<file path="config.mk">
export PLATFORM = sky130hd
export DESIGN_NAME = desc_ring_writer
export DESIGN_NICKNAME = d
export VERILOG_FILES = /design/src/rtl/ring_wr_pkg.sv /design/src/rtl/ring_head_ctrl.sv /design/src/rtl/entry_sequencer.sv /design/src/rtl/dword_stamp.sv /design/src/rtl/desc_ring_writer.sv
export SDC_FILE = /design/constraint.sdc
export NUM_CORES = 1
export LEC_CHECK = 0
export BUFFER_PORTS_ARGS = -buffer_cell sky130_fd_sc_hd__buf_2
export CORE_ASPECT_RATIO = 1.1
export CORE_MARGIN = 3
export CORE_UTILIZATION = 54
export DETAILED_ROUTE_END_ITERATION = 8
export HOLD_SLACK_MARGIN = 0.02
export PLACE_DENSITY = 0.84
export REMOVE_ABC_BUFFERS = 1
export SKIP_LAST_GASP = 1
export SLEW_MARGIN = 20
export SYNTH_ARGS = -nofsm -noshare
export SYNTH_HDL_FRONTEND = slang
export SYNTH_SLANG_ARGS = --single-unit
</file>
<file path="constraint.sdc">
create_clock -name clk -period 2.5 [get_ports clk]
set_input_delay 0 -clock clk [delete_from_list [all_inputs] [get_ports clk]]
set_output_delay 0 -clock clk [all_outputs]
set_load 0.05 [all_outputs]
</file>
<file path="src/rtl/ring_wr_pkg.sv">
package ring_wr_pkg;
    localparam int DWORD_W      = 32;
    localparam int ENTRY_DWORDS = 8;
    localparam int CNT_W        = $clog2(ENTRY_DWORDS);
    localparam int SLOT_SHIFT   = $clog2(ENTRY_DWORDS * DWORD_W / 8);
    localparam int DESC_W       = ENTRY_DWORDS * DWORD_W;

    // stamp fields inside the final word of each entry
    localparam int LOOP_LSB = 28;
    localparam int LOOP_W   = 4;
    localparam int ID_LSB   = 20;
    localparam int ID_W     = 8;
    localparam int RSV_LSB  = 16;
    localparam int RSV_W    = 4;

    typedef logic [DWORD_W-1:0] dword_t;
endpackage

</file>
<file path="src/rtl/ring_head_ctrl.sv">
module ring_head_ctrl
    import ring_wr_pkg::*;
#(
    parameter int MAX_LOG2 = 6,
    parameter int IDX_W    = MAX_LOG2,
    parameter int LG_W     = $clog2(MAX_LOG2 + 1)
) (
    input  logic              clk,
    input  logic              rst_n,
    input  logic [LG_W-1:0]   cfg_log2_size,
    input  logic [IDX_W-1:0]  tail_idx,
    input  logic              advance,
    output logic [IDX_W-1:0]  head_idx,
    output logic [LOOP_W-1:0] stamp_loop,
    output logic              full
);
    typedef struct packed {
        logic [IDX_W-1:0]  head;
        logic [LOOP_W-1:0] wraps;
    } hd_state_t;

    hd_state_t        st_d, st_q;
    logic [LG_W-1:0]  lg_eff;
    logic [IDX_W-1:0] mask;
    logic [IDX_W-1:0] next_head;

    always_comb begin
        // out-of-range exponents are pulled into the legal window
        if (cfg_log2_size == '0)
            lg_eff = LG_W'(1);
        else if (int'(cfg_log2_size) > MAX_LOG2)
            lg_eff = LG_W'(MAX_LOG2);
        else
            lg_eff = cfg_log2_size;

        for (int i = 0; i < IDX_W; i++)
            mask[i] = (i < int'(lg_eff));

        next_head = (st_q.head + 1'b1) & mask;
        full      = (next_head == (tail_idx & mask));

        st_d = st_q;
        if (advance) begin
            st_d.head = next_head;
            if (next_head == '0)
                st_d.wraps = st_q.wraps + 1'b1;
        end
    end

    always_ff @(posedge clk) begin
        if (!rst_n) st_q <= '0;
        else        st_q <= st_d;
    end

    assign head_idx   = st_q.head;
    assign stamp_loop = st_q.wraps + 1'b1;
endmodule

</file>
<file path="src/rtl/entry_sequencer.sv">
module entry_sequencer
    import ring_wr_pkg::*;
(
    input  logic             clk,
    input  logic             rst_n,
    input  logic             in_valid,
    input  logic [DESC_W-1:0] in_desc,
    input  logic             room,
    output logic             in_ready,
    output logic             wr_en,
    output logic [CNT_W-1:0] wr_sel,
    output dword_t           wr_raw,
    output logic             last
);
    typedef struct packed {
        logic              busy;
        logic [CNT_W-1:0]  cnt;
        logic [DESC_W-1:0] desc;
    } seq_state_t;

    seq_state_t st_d, st_q;
    dword_t     dw [ENTRY_DWORDS];

    for (genvar g = 0; g < ENTRY_DWORDS; g++) begin : g_split
        assign dw[g] = st_q.desc[g*DWORD_W +: DWORD_W];
    end

    always_comb begin
        in_ready = !st_q.busy && room;
        last     = st_q.busy && (st_q.cnt == CNT_W'(ENTRY_DWORDS - 1));

        st_d = st_q;
        if (st_q.busy) begin
            if (last) st_d.busy = 1'b0;
            else      st_d.cnt  = st_q.cnt + 1'b1;
        end else if (in_valid && in_ready) begin
            st_d.busy = 1'b1;
            st_d.cnt  = '0;
            st_d.desc = in_desc;
        end
    end

    always_ff @(posedge clk) begin
        if (!rst_n) st_q <= '0;
        else        st_q <= st_d;
    end

    assign wr_en  = st_q.busy;
    assign wr_sel = st_q.cnt;
    assign wr_raw = dw[st_q.cnt];
endmodule

</file>
<file path="src/rtl/dword_stamp.sv">
module dword_stamp
    import ring_wr_pkg::*;
(
    input  logic [CNT_W-1:0]  wr_sel,
    input  dword_t            raw,
    input  logic [ID_W-1:0]   ring_id,
    input  logic [LOOP_W-1:0] loop_val,
    output dword_t            data
);
    localparam logic [CNT_W-1:0] LAST_SEL = CNT_W'(ENTRY_DWORDS - 1);

    always_comb begin
        data = raw;
        if (wr_sel == LAST_SEL) begin
            data[LOOP_LSB +: LOOP_W] = loop_val;
            data[ID_LSB   +: ID_W]   = ring_id;
            data[RSV_LSB  +: RSV_W]  = '0;
        end
    end
endmodule

</file>
<file path="src/rtl/desc_ring_writer.sv">
module desc_ring_writer
    import ring_wr_pkg::*;
#(
    parameter  int ADDR_W   = 32,
    parameter  int MAX_LOG2 = 6,
    localparam int IDX_W    = MAX_LOG2,
    localparam int LG_W     = $clog2(MAX_LOG2 + 1)
) (
    input  logic              clk,
    input  logic              rst_n,
    input  logic              in_valid,
    output logic              in_ready,
    input  logic [DESC_W-1:0] in_desc,
    input  logic [ADDR_W-1:0] cfg_base,
    input  logic [LG_W-1:0]   cfg_log2_size,
    input  logic [ID_W-1:0]   cfg_ring_id,
    input  logic [IDX_W-1:0]  tail_idx,
    output logic              mem_wr_en,
    output logic [ADDR_W-1:0] mem_wr_addr,
    output logic [DWORD_W-1:0] mem_wr_data,
    output logic [IDX_W-1:0]  head_idx,
    output logic              irq_pulse
);
    localparam logic [ADDR_W-1:0] ALIGN_MASK = ~ADDR_W'((1 << SLOT_SHIFT) - 1);

    logic              full;
    logic              last;
    logic [CNT_W-1:0]  wr_sel;
    dword_t            wr_raw;
    logic [LOOP_W-1:0] stamp_loop;
    logic              irq_d, irq_q;

    ring_head_ctrl #(
        .MAX_LOG2 (MAX_LOG2),
        .IDX_W    (IDX_W),
        .LG_W     (LG_W)
    ) head_i (
        .clk           (clk),
        .rst_n         (rst_n),
        .cfg_log2_size (cfg_log2_size),
        .tail_idx      (tail_idx),
        .advance       (last),
        .head_idx      (head_idx),
        .stamp_loop    (stamp_loop),
        .full          (full)
    );

    entry_sequencer seq_i (
        .clk      (clk),
        .rst_n    (rst_n),
        .in_valid (in_valid),
        .in_desc  (in_desc),
        .room     (!full),
        .in_ready (in_ready),
        .wr_en    (mem_wr_en),
        .wr_sel   (wr_sel),
        .wr_raw   (wr_raw),
        .last     (last)
    );

    dword_stamp stamp_i (
        .wr_sel   (wr_sel),
        .raw      (wr_raw),
        .ring_id  (cfg_ring_id),
        .loop_val (stamp_loop),
        .data     (mem_wr_data)
    );

    always_comb begin
        mem_wr_addr = (cfg_base & ALIGN_MASK)
                    + (ADDR_W'(head_idx) << SLOT_SHIFT)
                    + (ADDR_W'(wr_sel) << 2);
        irq_d = last;
    end

    always_ff @(posedge clk) begin
        if (!rst_n) irq_q <= 1'b0;
        else        irq_q <= irq_d;
    end

    assign irq_pulse = irq_q;
endmodule

</file>
Yosys cells after proc, flatten, opt, wreduce, memory -nomap -nowiden. Index checks and enable logic that the tools add are counted.

Add/sub/neg operators: 5. Magnitude comparators: 8. Equality and inequality tests: 3. Muxes and demuxes: 10. Bitwise gates (word level): 4. Reductions and logical operators: 11.

Operators by type and width (number): $mux W260 (1); $bmux W32 S3 (1); $mux W32 (2); $add A32 B11 Y32 (1); $add A32 B5 Y32 (1); $mux W16 (1); $and A6 B6 Y6 (2); $mux W3 (3); $add A6 B1 Y6 const B (1); $eq A6 B6 Y1 (1); $logic_not A6 Y1 (1); $lt A1 B3 Y1 const A (2); $lt A2 B3 Y1 const A (2); $lt A3 B3 Y1 const A (2); $reduce_and A2 Y1 (3); $add A4 B1 Y4 const B (1); $ge A4 B4 Y1 const B (1); $mux W4 (1); $not A3 Y4 (1); $add A3 B1 Y3 const B (1); $eq A3 B3 Y1 const B (1); $gt A3 B3 Y1 const B (1); $logic_and A1 B1 Y1 (3); $logic_not A3 Y1 (1); 5 further kinds (6).

Register bits after elaboration: 271. Bits of input ports: 308. Output and inout port bits: 73. Word-level logic and storage cells: 47.

Depth between registers and ports, before layout. Gate-level depths: netlist of run 1.

Word-level depth: 11. Depth in mapped cells: 10. Mapped depth without buffers: 9.

Hierarchy. A second synthesis of run 1 with hierarchy kept.

Cells, all modules: 1470. Area, all modules: 13329.0 µm².

By module, submodules not included: entry_sequencer (instances 1, cells each 1247, area an instance 11484.8 µm², seq. area each 5205.0 µm²); desc_ring_writer (instances 1, cells each 103, area an instance 770.7 µm², seq. area each 20.0 µm²); ring_head_ctrl (instances 1, cells each 86, area an instance 737.0 µm², seq. area each 200.2 µm²); dword_stamp (instances 1, cells each 34, area an instance 336.6 µm², seq. area each 0.0 µm²).

Worst setup path after synthesis of run 1. Ideal clock, no wire load.

Path kind: flip-flop to output port. Start point: reg head_i.st_q (netlist bit head_i.head_idx[1]). End point: out mem_wr_addr[20]. Arrival: 2.836 ns. Data required time: 2.500 ns. Setup slack: -0.336 ns. Stages on the path, launching flop included: 9. Buffers on the path: 1. Cells stage by stage: dfxtp_1 > ha_1 > a21o_1 > a21o_1 > a2111oi_0 > or4_1 > clkbuf_1 > nor2_1 > xor2_1.

Cells in the longest elaborated chain, start to end: 2.

Ends and longest elaborated chain: from (decl) (RTL line ring_head_ctrl.sv:22) `hd_state_t st_d, st_q;`; from (signal assigned) (RTL line ring_head_ctrl.sv:52) `else st_q <= st_d;`; $add A32 B11 Y32 (RTL line desc_ring_writer.sv:71) `+ (ADDR_W'(head_idx) << SLOT_SHIFT)`; $add A32 B5 Y32 (RTL line desc_ring_writer.sv:72) `+ (ADDR_W'(wr_sel) << 2);`; to (decl) (RTL line desc_ring_writer.sv:19) `output logic [ADDR_W-1:0] mem_wr_addr,`.

Every way passes these cells.

Final worst setup path of run 1.
Start point: reg head_i.st_q (netlist bit head_i.head_idx[0]). End point: out mem_wr_addr[21].

The elaborated chain is that of the path after synthesis.

==> results.py, run 1 <==
metrics = {
    "finish": {
        "finish.net_count": 2491,
        "final_layout_size_suffix_gt1_share_pct": 49.8,
        "flow.area_growth_from_synthesis_pct": 52.5,
        "post-route-util_pct": 84.2,
    },
    "drt": {
        "vias_per_cell": 6.32,
        "via_count": 16180,
        "remaining_drc_errors": 0,
        "drt_first_iter_violations": 1774,
        "antenna_violating_nets_post_route": 0,
        "drt-wirelength-per-cell_um": 25.6,
        "first_pass_iters": 7,
        "routed_wl_mm": 65.6,
    },
    "setup_path": {
        "crit_path_max_fanout": 7,
        "path_common_cell": "sky130_fd_sc_hd__buf_4",
        "critPathArrivalTime_ns": 2.97,
        "cp_num_buf_inv": 4,
        "cp_slowest_stage_delay_ns": 0.37,
        "path_delay_family": "buffers and inverters",
        "start_kind": "flip-flop",
        "timing.setup.critical_path_class": "reg -> out",
        "cp-end-kind": "primary output",
        "path_cells": "ha_4 > inv_2 > fa_2 > nor2b_2 > o21a_1 > o21ai_2 > a211oi_2 > buf_4 > buf_4 > nand2_4 > xnor2_2 > buf_6",
        "standard_cell_with_the_maximum_stage_delay_on_the_critical_path": "sky130_fd_sc_hd__fa_2",
        "cp.required_ns": 2.50,
    },
    "timing": {
        "finalSetupViolCount": 256,
        "timing.final.crit_share_pct": 119,
        "timing.slew.headroom_pct": 50.6,
        "skew_ns": 0.0318,
        "achievable-frequency_ghz": 0.336,
        "drv_slew": 0,
        "finalWorstSetupSlack_ns": -0.472,
        "final_hold_viol_count": 0,
        "max_slew.worst_pin.slew_ns": 0.741,
        "rsz0062_at_grt": "true",
        "min_period_ns": 2.97,
        "timing.setup.tns_ns": -32.53,
    },
    "global_route": {
        "first_global_vias": 16894,
        "gr_busiest_metal": "met2",
        "grt_use_total_pct": 41.0,
        "met2_usage_pct": 70.3,
        "initial_antenna_violation_count": 13,
        "globalRouteMet3Util_pct": 11.6,
        "grt_pass1_wl_mm": 94.6,
        "remaining_overflow_grt": 0,
        "grt_max_degree": 97,
        "use_met1_pct": 41.2,
    },
    "power_and_ir_drop": {
        "clock_power_share_pct": 35.1,
        "seq_power_share_pct": 38.2,
        "combPwrFrac_pct": 26.6,
        "vdd_ir_drop_max_mv": 0.613,
        "cellLeakagePower_uw": 0.00933,
        "design_power_total_uw": 12800,
        "net-switching-power_uw": 3910,
        "cell_internal_pwr_uw": 8880,
        "power.share.switching_pct": 30.6,
        "power_density_nw_per_um2": 560,
    },
    "floorplanning": {
        "starting_utilization_of_the_core_area_pct": 55.2,
        "core_region_area_um2": 27100,
        "ioPinCount": 381,
        "row_count": 63,
        "die_area_um2": 29800,
        "die-width_um": 165,
        "dieHeight_um": 181,
    },
    "placement": {
        "hpwl_mm": 26.1,
        "placement.io_buffers": 373,
        "gpl.final_weighted_congestion": 0.876,
    },
    "logic_synthesis": {
        "mappedNetlistArea_um2": 15000,
        "synth_top_flop_cell": "sky130_fd_sc_hd__dfxtp_1",
        "postSynthAreaPerCell_um2": 10.1,
        "post_synth_inst_count": 1490,
        "seq_area_frac_synth_pct": 36.2,
        "synth-edff-count": 0,
        "synth_cell_type_count": 50,
        "ys_ff_latch": 271,
        "postSynth.asyncResetShare_pct": 0,
        "yosysWarnings": 0,
    },
    "run": {
        "drv_cap": 0,
    },
    "clock_tree": {
        "clkTransAtPathRegs_ns": 0.06,
        "clk_root_buffer_cell": "sky130_fd_sc_hd__clkbuf_16",
        "htree_levels": 1,
        "clock-sinks": 271,
        "worstSkewPairLatency_ns": 0.55,
        "cts_inserted_buffers": 28,
        "cts-root-to-sink-buffers": 3,
        "tritoncts_clock_tree": "done",
    },
    "run_status": {
        "failed_checks": "negative setup slack",
        "outcome": "finished with violations",
    },
    "worst_hold_path": {
        "min-delay-path-class": "in -> reg",
    },
}
## through the flow
| step | hold slack, ns | instances | worst slack [ns] | instance area (um^2) |
|---|---|---|---|---|
| after global routing | 0.249 | 2557 | -0.633 | 22800 |
| after detailed placement | 0.244 | 2138 | -0.110 | 17000 |
| after global placement | 0.238 | 2138 | -0.0103 | 17000 |
| after floorplan | 0.118 | 1343 | -21.54 | 13800 |
| final | 0.233 | 2561 | -0.472 | 22800 |
| after CTS | 0.215 | 2543 | -0.277 | 22600 |
## synthesized netlist by cell type (all sizes together), types with 2 or more instances
cell / n / area, um^2
and3: 10 / 62.6
nor2: 19 / 71.3
nor3: 3 / 15.0
o21ai: 275 / 2130
mux4: 64 / 1440
buf: 105 / 972
xnor2: 23 / 201
inv: 5 / 18.8
or4: 2 / 15.0
nand4: 6 / 37.5
mux2: 16 / 180
and2: 4 / 25.0
nand3: 263 / 2320
a21boi: 3 / 22.5
mux2i: 17 / 170
nor2b: 8 / 50.1
ha: 10 / 125
dfxtp: 271 / 5430
xor2: 12 / 105
nand2: 292 / 1100
a21o: 2 / 15.0
a21oi: 6 / 30.0
nand2b: 5 / 31.3
o21a: 4 / 30.0
a211oi: 2 / 15.0
o211ai: 4 / 35.0
clkbuf: 43 / 161
o31ai: 2 / 15.0
## worst reg2reg max path, cell delays in order, from the launching register on
cell and delay, ns:
sky130_fd_sc_hd__dfxtp_4 0.36, sky130_fd_sc_hd__buf_4 0.16, sky130_fd_sc_hd__buf_6 0.13, sky130_fd_sc_hd__nand2_2 0.07, sky130_fd_sc_hd__or4_4 0.52, sky130_fd_sc_hd__a31oi_4 0.25
sky130_fd_sc_hd__o41ai_4 0.11, sky130_fd_sc_hd__buf_6 0.15, sky130_fd_sc_hd__buf_12 0.15, sky130_fd_sc_hd__buf_12 0.14, sky130_fd_sc_hd__buf_16 0.14, sky130_fd_sc_hd__buf_12 0.13
sky130_fd_sc_hd__bufbuf_16 0.26, sky130_fd_sc_hd__o21ai_2 0.14
## registers in the layout (all words and copies together) (netlist names)
signal	count
irq_pulse	1
head_i.st_q	4
seq_i.wr_en	1
head_i.head_idx	6
seq_i.dw	256
seq_i.wr_sel	3
## cell type report
type / count / area [um^2]
multi-input cells: 1067 / 8720
fillers: 1196 / 4280
inverters: 5 / 18.8
clock buffers: 41 / 831
well taps: 357 / 447
flip-flops and latches: 271 / 5440
clock inverters: 10 / 129
diodes: 11 / 27.5
repair buffers: 799 / 7210
## cell families (layout without fill, tap and decap cells)
| family | count (synthesis) | count (layout) | synth area share (%) |
|---|---|---|---|
| compound gates | 306 | 306 | 15.9 |
| other cells | 1 | 13 | 0.0250 |
| flops | 271 | 271 | 36.2 |
| buf+inv | 153 | 855 | 7.69 |
| xor+xnor | 36 | 36 | 2.20 |
| mux | 97 | 97 | 12.0 |
| simple gates | 615 | 615 | 25.0 |
| fa+ha+maj | 11 | 11 | 0.969 |
## power groups by stage
| stage | combinational [uW] | clock, uW | sequential (uW) |
|---|---|---|---|
| finish | 3400 | 4490 | 4890 |
| global route | 3540 | 4650 | 4890 |
| CTS | 3140 | 4390 | 4820 |
| detailed placement | 2210 | 0 | 4900 |
| global placement | 2160 | 0 | 4890 |
| floorplan | 1430 | 0 | 4920 |
## layer usage
layer / vias up / wire [um]
li1: 6686 / -
met1: 7517 / 20500
met2: 1416 / 31600
met3: 549 / 6670
met4: 12 / 6690
met5: - / 72
## worst paths after layout
check / end / cells past startpoint / slack, ns / startpoint
setup reg to reg: seq_i.dw[5] / 13 / -0.26 / head_i.head_idx[0]
hold reg to reg: seq_i.dw[45] / 2 / 0.46 / seq_i.dw[45]
hold / removal: seq_i.dw[237] / 4 / 0.23 / in_desc[13]
setup / recovery: mem_wr_addr[21] / 12 / -0.47 / head_i.head_idx[0]
## what timing repair did
| item | CTS | global route |
|---|---|---|
| gates cloned | 30 | 0 |
| buffers inserted | 36 | 7 |
| hold endpoints to repair | 259 | 0 |
| pin swaps | 26 | 22 |
| resized for setup | 124 | 32 |
| hold buffers | 288 | 0 |
| endpoints found under the setup margin | 126 | 286 |
## layout by cell type (no fill, tap or decap), types with 14 or more instances in the layout
| cell type | n |
|---|---|
| sky130_fd_sc_hd__buf_12 | 34 |
| sky130_fd_sc_hd__buf_16 | 21 |
| sky130_fd_sc_hd__buf_2 | 351 |
| sky130_fd_sc_hd__buf_4 | 63 |
| sky130_fd_sc_hd__buf_6 | 14 |
| sky130_fd_sc_hd__bufbuf_16 | 15 |
| sky130_fd_sc_hd__clkbuf_16 | 29 |
| sky130_fd_sc_hd__dfxtp_1 | 264 |
| sky130_fd_sc_hd__dlygate4sd3_1 | 288 |
| sky130_fd_sc_hd__mux2_2 | 16 |
| sky130_fd_sc_hd__mux2i_1 | 16 |
| sky130_fd_sc_hd__mux4_2 | 64 |
| sky130_fd_sc_hd__nand2_1 | 288 |
| sky130_fd_sc_hd__nand3_1 | 60 |
| sky130_fd_sc_hd__nand3_2 | 203 |
| sky130_fd_sc_hd__o21ai_1 | 62 |
| sky130_fd_sc_hd__o21ai_2 | 204 |
| sky130_fd_sc_hd__xnor2_1 | 18 |
Power figures use the tool's default switching activity.
==> inputs of run 2 (changes only) <==
REMOVE_ABC_BUFFERS = unset   (was 1)
==> results.py, run 2 <==
metrics = {
    "run_status": {
        "outcome": "stopped before the end",
        "stopped_at": "global routing",
        "toolErrorMsg": "[ERROR GRT-0232] Routing congestion too high. Check the congestion heatmap in the GUI.",
    },
    "floorplanning": {
        "starting_utilization_of_the_core_area_pct": 55.2,
        "row_count": 63,
        "ioPinCount": 381,
        "dieHeight_um": 181,
        "die-width_um": 165,
    },
    "clock_tree": {
        "cts_inserted_buffers": 29,
        "clk_root_buffer_cell": "sky130_fd_sc_hd__clkbuf_16",
        "clock-sinks": 271,
        "cts-root-to-sink-buffers": 3,
        "htree_levels": 1,
    },
    "logic_synthesis": {
        "postSynthAreaPerCell_um2": 10.1,
        "cell_type_with_the_highest_aggregate_area_in_the_netlist": "sky130_fd_sc_hd__dfxtp_1",
        "netlist_top_cells_count": "292 x sky130_fd_sc_hd__nand2_1, 271 x sky130_fd_sc_hd__dfxtp_1, 200 x sky130_fd_sc_hd__nand3_2, 200 x sky130_fd_sc_hd__o21ai_2, 67 x sky130_fd_sc_hd__o21ai_1",
        "mappedNetlistArea_um2": 15000,
        "synth_top_area_share_pct": 36.2,
        "ys_top_cells_by_area": "sky130_fd_sc_hd__dfxtp_1 36%, sky130_fd_sc_hd__nand3_2 13%, sky130_fd_sc_hd__o21ai_2 12%",
        "seq_area_frac_synth_pct": 36.2,
        "yosysWarnings": 0,
        "ys_ff_latch": 271,
        "synth-edff-count": 0,
        "synth_cell_type_count": 50,
        "synthMostInstantiatedCell": "sky130_fd_sc_hd__nand2_1",
        "postSynth.asyncResetShare_pct": 0,
        "synth_top_flop_cell": "sky130_fd_sc_hd__dfxtp_1",
        "post_synth_inst_count": 1490,
    },
    "timing": {
        "worst_path_end_type": "output port",
        "timing.grt.repair.worst_endpoint": "mem_wr_addr[23]",
    },
    "placement": {
        "hpwl_mm": 28.9,
        "gpl.final_weighted_congestion": 0.841,
        "postPlaceCellArea_um2": 17200,
        "placement.io_buffers": 373,
        "dpl.cell_count": 2137,
    },
    "global_route": {
        "grt_max_degree": 87,
        "remaining_overflow_grt": 12,
        "grt_use_total_pct": 64.1,
    },
}
[run 2: cell counts after synthesis]
Identical to the previous run, type by type.
[run 2: timing repair]
action                                  in CTS
endpoints found under the hold margin      266
setup buffers                                8
hold buffers                               282
endpoints found under the setup margin      24
pin swaps                                   17
resized for setup                           69
gates cloned                                 1
[run 2: metal layers]
| layer | global-route usage (%) | GRT overflow |
|---|---|---|
| met1 | 61.0 | 0 |
| met2 | 84.3 | 3 |
| met3 | 47.4 | 1 |
| met4 | 66.0 | 8 |
| met5 | 7.58 | 0 |
[run 2: metrics by stage]
step | hold slack, ns | setup TNS, ns | setup slack (ns)
after floorplan | 0.125 | -0.119 | -0.0900
after global placement | 0.241 | 0 | 0.0475
after detailed placement | 0.247 | -0.451 | -0.0916
after CTS | 0.102 | -7.13 | -0.224
[run 2: cells by family after synthesis]
family / after synthesis / synth area share, %
DFF: 271 / 36.2
buffers and inverters: 153 / 7.69
and+or+nand+nor: 615 / 25.0
muxes: 97 / 12.0
adders and majority gates: 11 / 0.969
AOI/OAI and AO/OA: 306 / 15.9
other: 1 / 0.0250
xor gates and xnor gates: 36 / 2.20
==> inputs of run 3 (changes only) <==
CORE_ASPECT_RATIO = unset   (was 1.1)
CORE_UTILIZATION = 40   (was 54)
HOLD_SLACK_MARGIN = unset   (was 0.02)
PLACE_DENSITY = unset   (was 0.84)
PLACE_DENSITY_LB_ADDON = 0.15   (was unset)
==> results.py, run 3 (synthesized netlist as in run 1, its figures left out) <==
metrics = {
    "power_and_ir_drop": {
        "clock_power_share_pct": 37.0,
        "seq_power_share_pct": 38.0,
        "cellLeakagePower_uw": 0.00933,
        "cell_internal_pwr_uw": 9080,
        "power.share.switching_pct": 28.4,
        "power_density_nw_per_um2": 551,
        "combPwrFrac_pct": 25.0,
        "vdd_ir_drop_max_mv": 0.504,
        "net-switching-power_uw": 3600,
    },
    "placement": {
        "gpl.final_weighted_congestion": 0.846,
        "dpl.cell_count": 2246,
        "placement.io_buffers": 373,
        "pre_cts_ws_ns": -0.0510,
        "hpwl_mm": 30.2,
    },
    "setup_path": {
        "start_kind": "flip-flop",
        "crit_path_max_fanout": 7,
        "timing.setup.critical_path_class": "reg -> out",
        "cp-end-kind": "primary output",
        "critPathArrivalTime_ns": 2.80,
        "cp.required_ns": 2.50,
        "crit-reg2reg-launch": "head_i.head_idx[0]",
        "cp-startpoint": "head_i.head_idx[1]",
    },
    "worst_hold_path": {
        "min-delay-path-class": "in -> reg",
        "min-delay-start": "in_desc[11]",
    },
    "floorplanning": {
        "ioPinCount": 381,
        "die_area_um2": 39800,
        "row_count": 70,
        "starting_utilization_of_the_core_area_pct": 40.7,
        "core_region_area_um2": 36800,
        "die-width_um": 200,
        "dieHeight_um": 200,
    },
    "timing": {
        "drv_slew": 0,
        "max_slew.worst_pin.slew_ns": 0.612,
        "finalSetupViolCount": 211,
        "timing.final.crit_share_pct": 112,
        "skew_ns": 0.00651,
        "finalWorstSetupSlack_ns": -0.297,
        "timing.slew.headroom_pct": 58.9,
        "final_hold_viol_count": 0,
        "rsz0062_at_grt": "true",
        "min_period_ns": 2.80,
        "achievable-frequency_ghz": 0.357,
    },
    "drt": {
        "via_count": 13631,
        "remaining_drc_errors": 0,
        "drt_first_iter_violations": 632,
        "routed_wl_mm": 49.7,
        "vias_per_cell": 5.13,
        "drt-wirelength-per-cell_um": 18.7,
        "antenna_violating_nets_post_route": 0,
        "first_pass_iters": 5,
    },
    "clock_tree": {
        "clock-sinks": 271,
        "cts-root-to-sink-buffers": 3,
        "clk_root_buffer_cell": "sky130_fd_sc_hd__clkbuf_16",
        "clkTransAtPathRegs_ns": 0.06,
        "worstSkewPairLatency_ns": 0.56,
        "tritoncts_clock_tree": "done",
        "cts_inserted_buffers": 31,
        "htree_levels": 1,
    },
    "finish": {
        "post-route-util_pct": 62.5,
        "largest_register_ffs": 256,
        "flow.area_growth_from_synthesis_pct": 53.6,
        "finish.net_count": 2485,
        "final_layout_size_suffix_gt1_share_pct": 51.0,
        "fin_cells": 2658,
        "mostFrequentLayoutCells": "351 x sky130_fd_sc_hd__buf_2, 289 x sky130_fd_sc_hd__nand2_1, 283 x sky130_fd_sc_hd__dlygate4sd3_1, 263 x sky130_fd_sc_hd__dfxtp_1, 213 x sky130_fd_sc_hd__o21ai_2",
        "most_common_cell_after_layout_fill_and_taps_aside": "sky130_fd_sc_hd__buf_2",
    },
    "global_route": {
        "initial_antenna_violation_count": 1,
        "grt_pass1_wl_mm": 72.7,
        "remaining_overflow_grt": 0,
        "grt_max_degree": 84,
        "first_global_vias": 13630,
        "grt_use_total_pct": 23.1,
    },
    "run": {
        "drv_cap": 0,
    },
    "run_status": {
        "outcome": "finished with violations",
        "failed_checks": "negative setup slack",
    },
}
==> run 3: power groups by stage <==
stage | logic [uW] | registers, uW | clock network (uW)
2_1_floorplan | 1680 | 4870 | 0
3_3_place_gp | 2230 | 4890 | 0
3_5_place_dp | 2250 | 4900 | 0
4_1_cts | 2970 | 4810 | 4820
5_1_grt | 3380 | 4840 | 4980
6_report | 3170 | 4820 | 4700
==> run 3: cell type report <==
cell class	count	area (um^2)
inverter	5	18.8
fill	2881	13800
clock buffer	46	912
antenna	3	7.51
tap	468	586
sequential	271	5440
timing repair buffer	790	7000
clock inverter	8	140
multi-input combinational	1067	8910
==> run 3: stage by stage <==
stage	hold slack [ns]	power, uW	cell area (um^2)	TNS [ns]
after floorplan	0.125	6540	15200	-0.119
after global placement	0.244	7120	17300	0
after detailed placement	0.246	7150	17300	-0.336
after CTS	0.191	12600	22400	-30.07
after global routing	0.227	13200	23000	-39.53
final	0.224	12700	23000	-14.05
==> run 3: layer usage <==
metal | GRT usage, % | share of wire, %
met5 | 0 | 0
met2 | 41.0 | 50
met1 | 27.6 | 41
met4 | 8.99 | 4.2
met3 | 4.28 | 5.5
==> run 3: path summary, 6_finish.rpt <==
kind	cells past startpoint	end	slack (ns)
worst max-delay path	9	mem_wr_addr[20]	-0.30
worst min-delay path	4	seq_i.dw[235]	0.22
worst max register to register	15	seq_i.dw[160]	-0.18
worst min register to register	2	seq_i.dw[12]	0.45
==> run 3: repair_timing <==
item	in CTS	in global routing
gates cloned	18	15
hold buffers	283	0
setup buffers	26	14
pin swaps	40	16
resized for setup	117	39
endpoints found under the setup margin	87	298
hold endpoints to repair	264	0
==> run 3: worst max-delay path, cell delays in order, from the launching register on <==
cell and delay (ns):
sky130_fd_sc_hd__dfxtp_4 0.36, sky130_fd_sc_hd__ha_4 0.25, sky130_fd_sc_hd__a21o_1 0.10, sky130_fd_sc_hd__a21o_1 0.17, sky130_fd_sc_hd__a2111oi_4 0.09, sky130_fd_sc_hd__or4_4 0.64
sky130_fd_sc_hd__buf_4 0.18, sky130_fd_sc_hd__nor2_4 0.09, sky130_fd_sc_hd__xor2_2 0.17, sky130_fd_sc_hd__buf_6 0.18
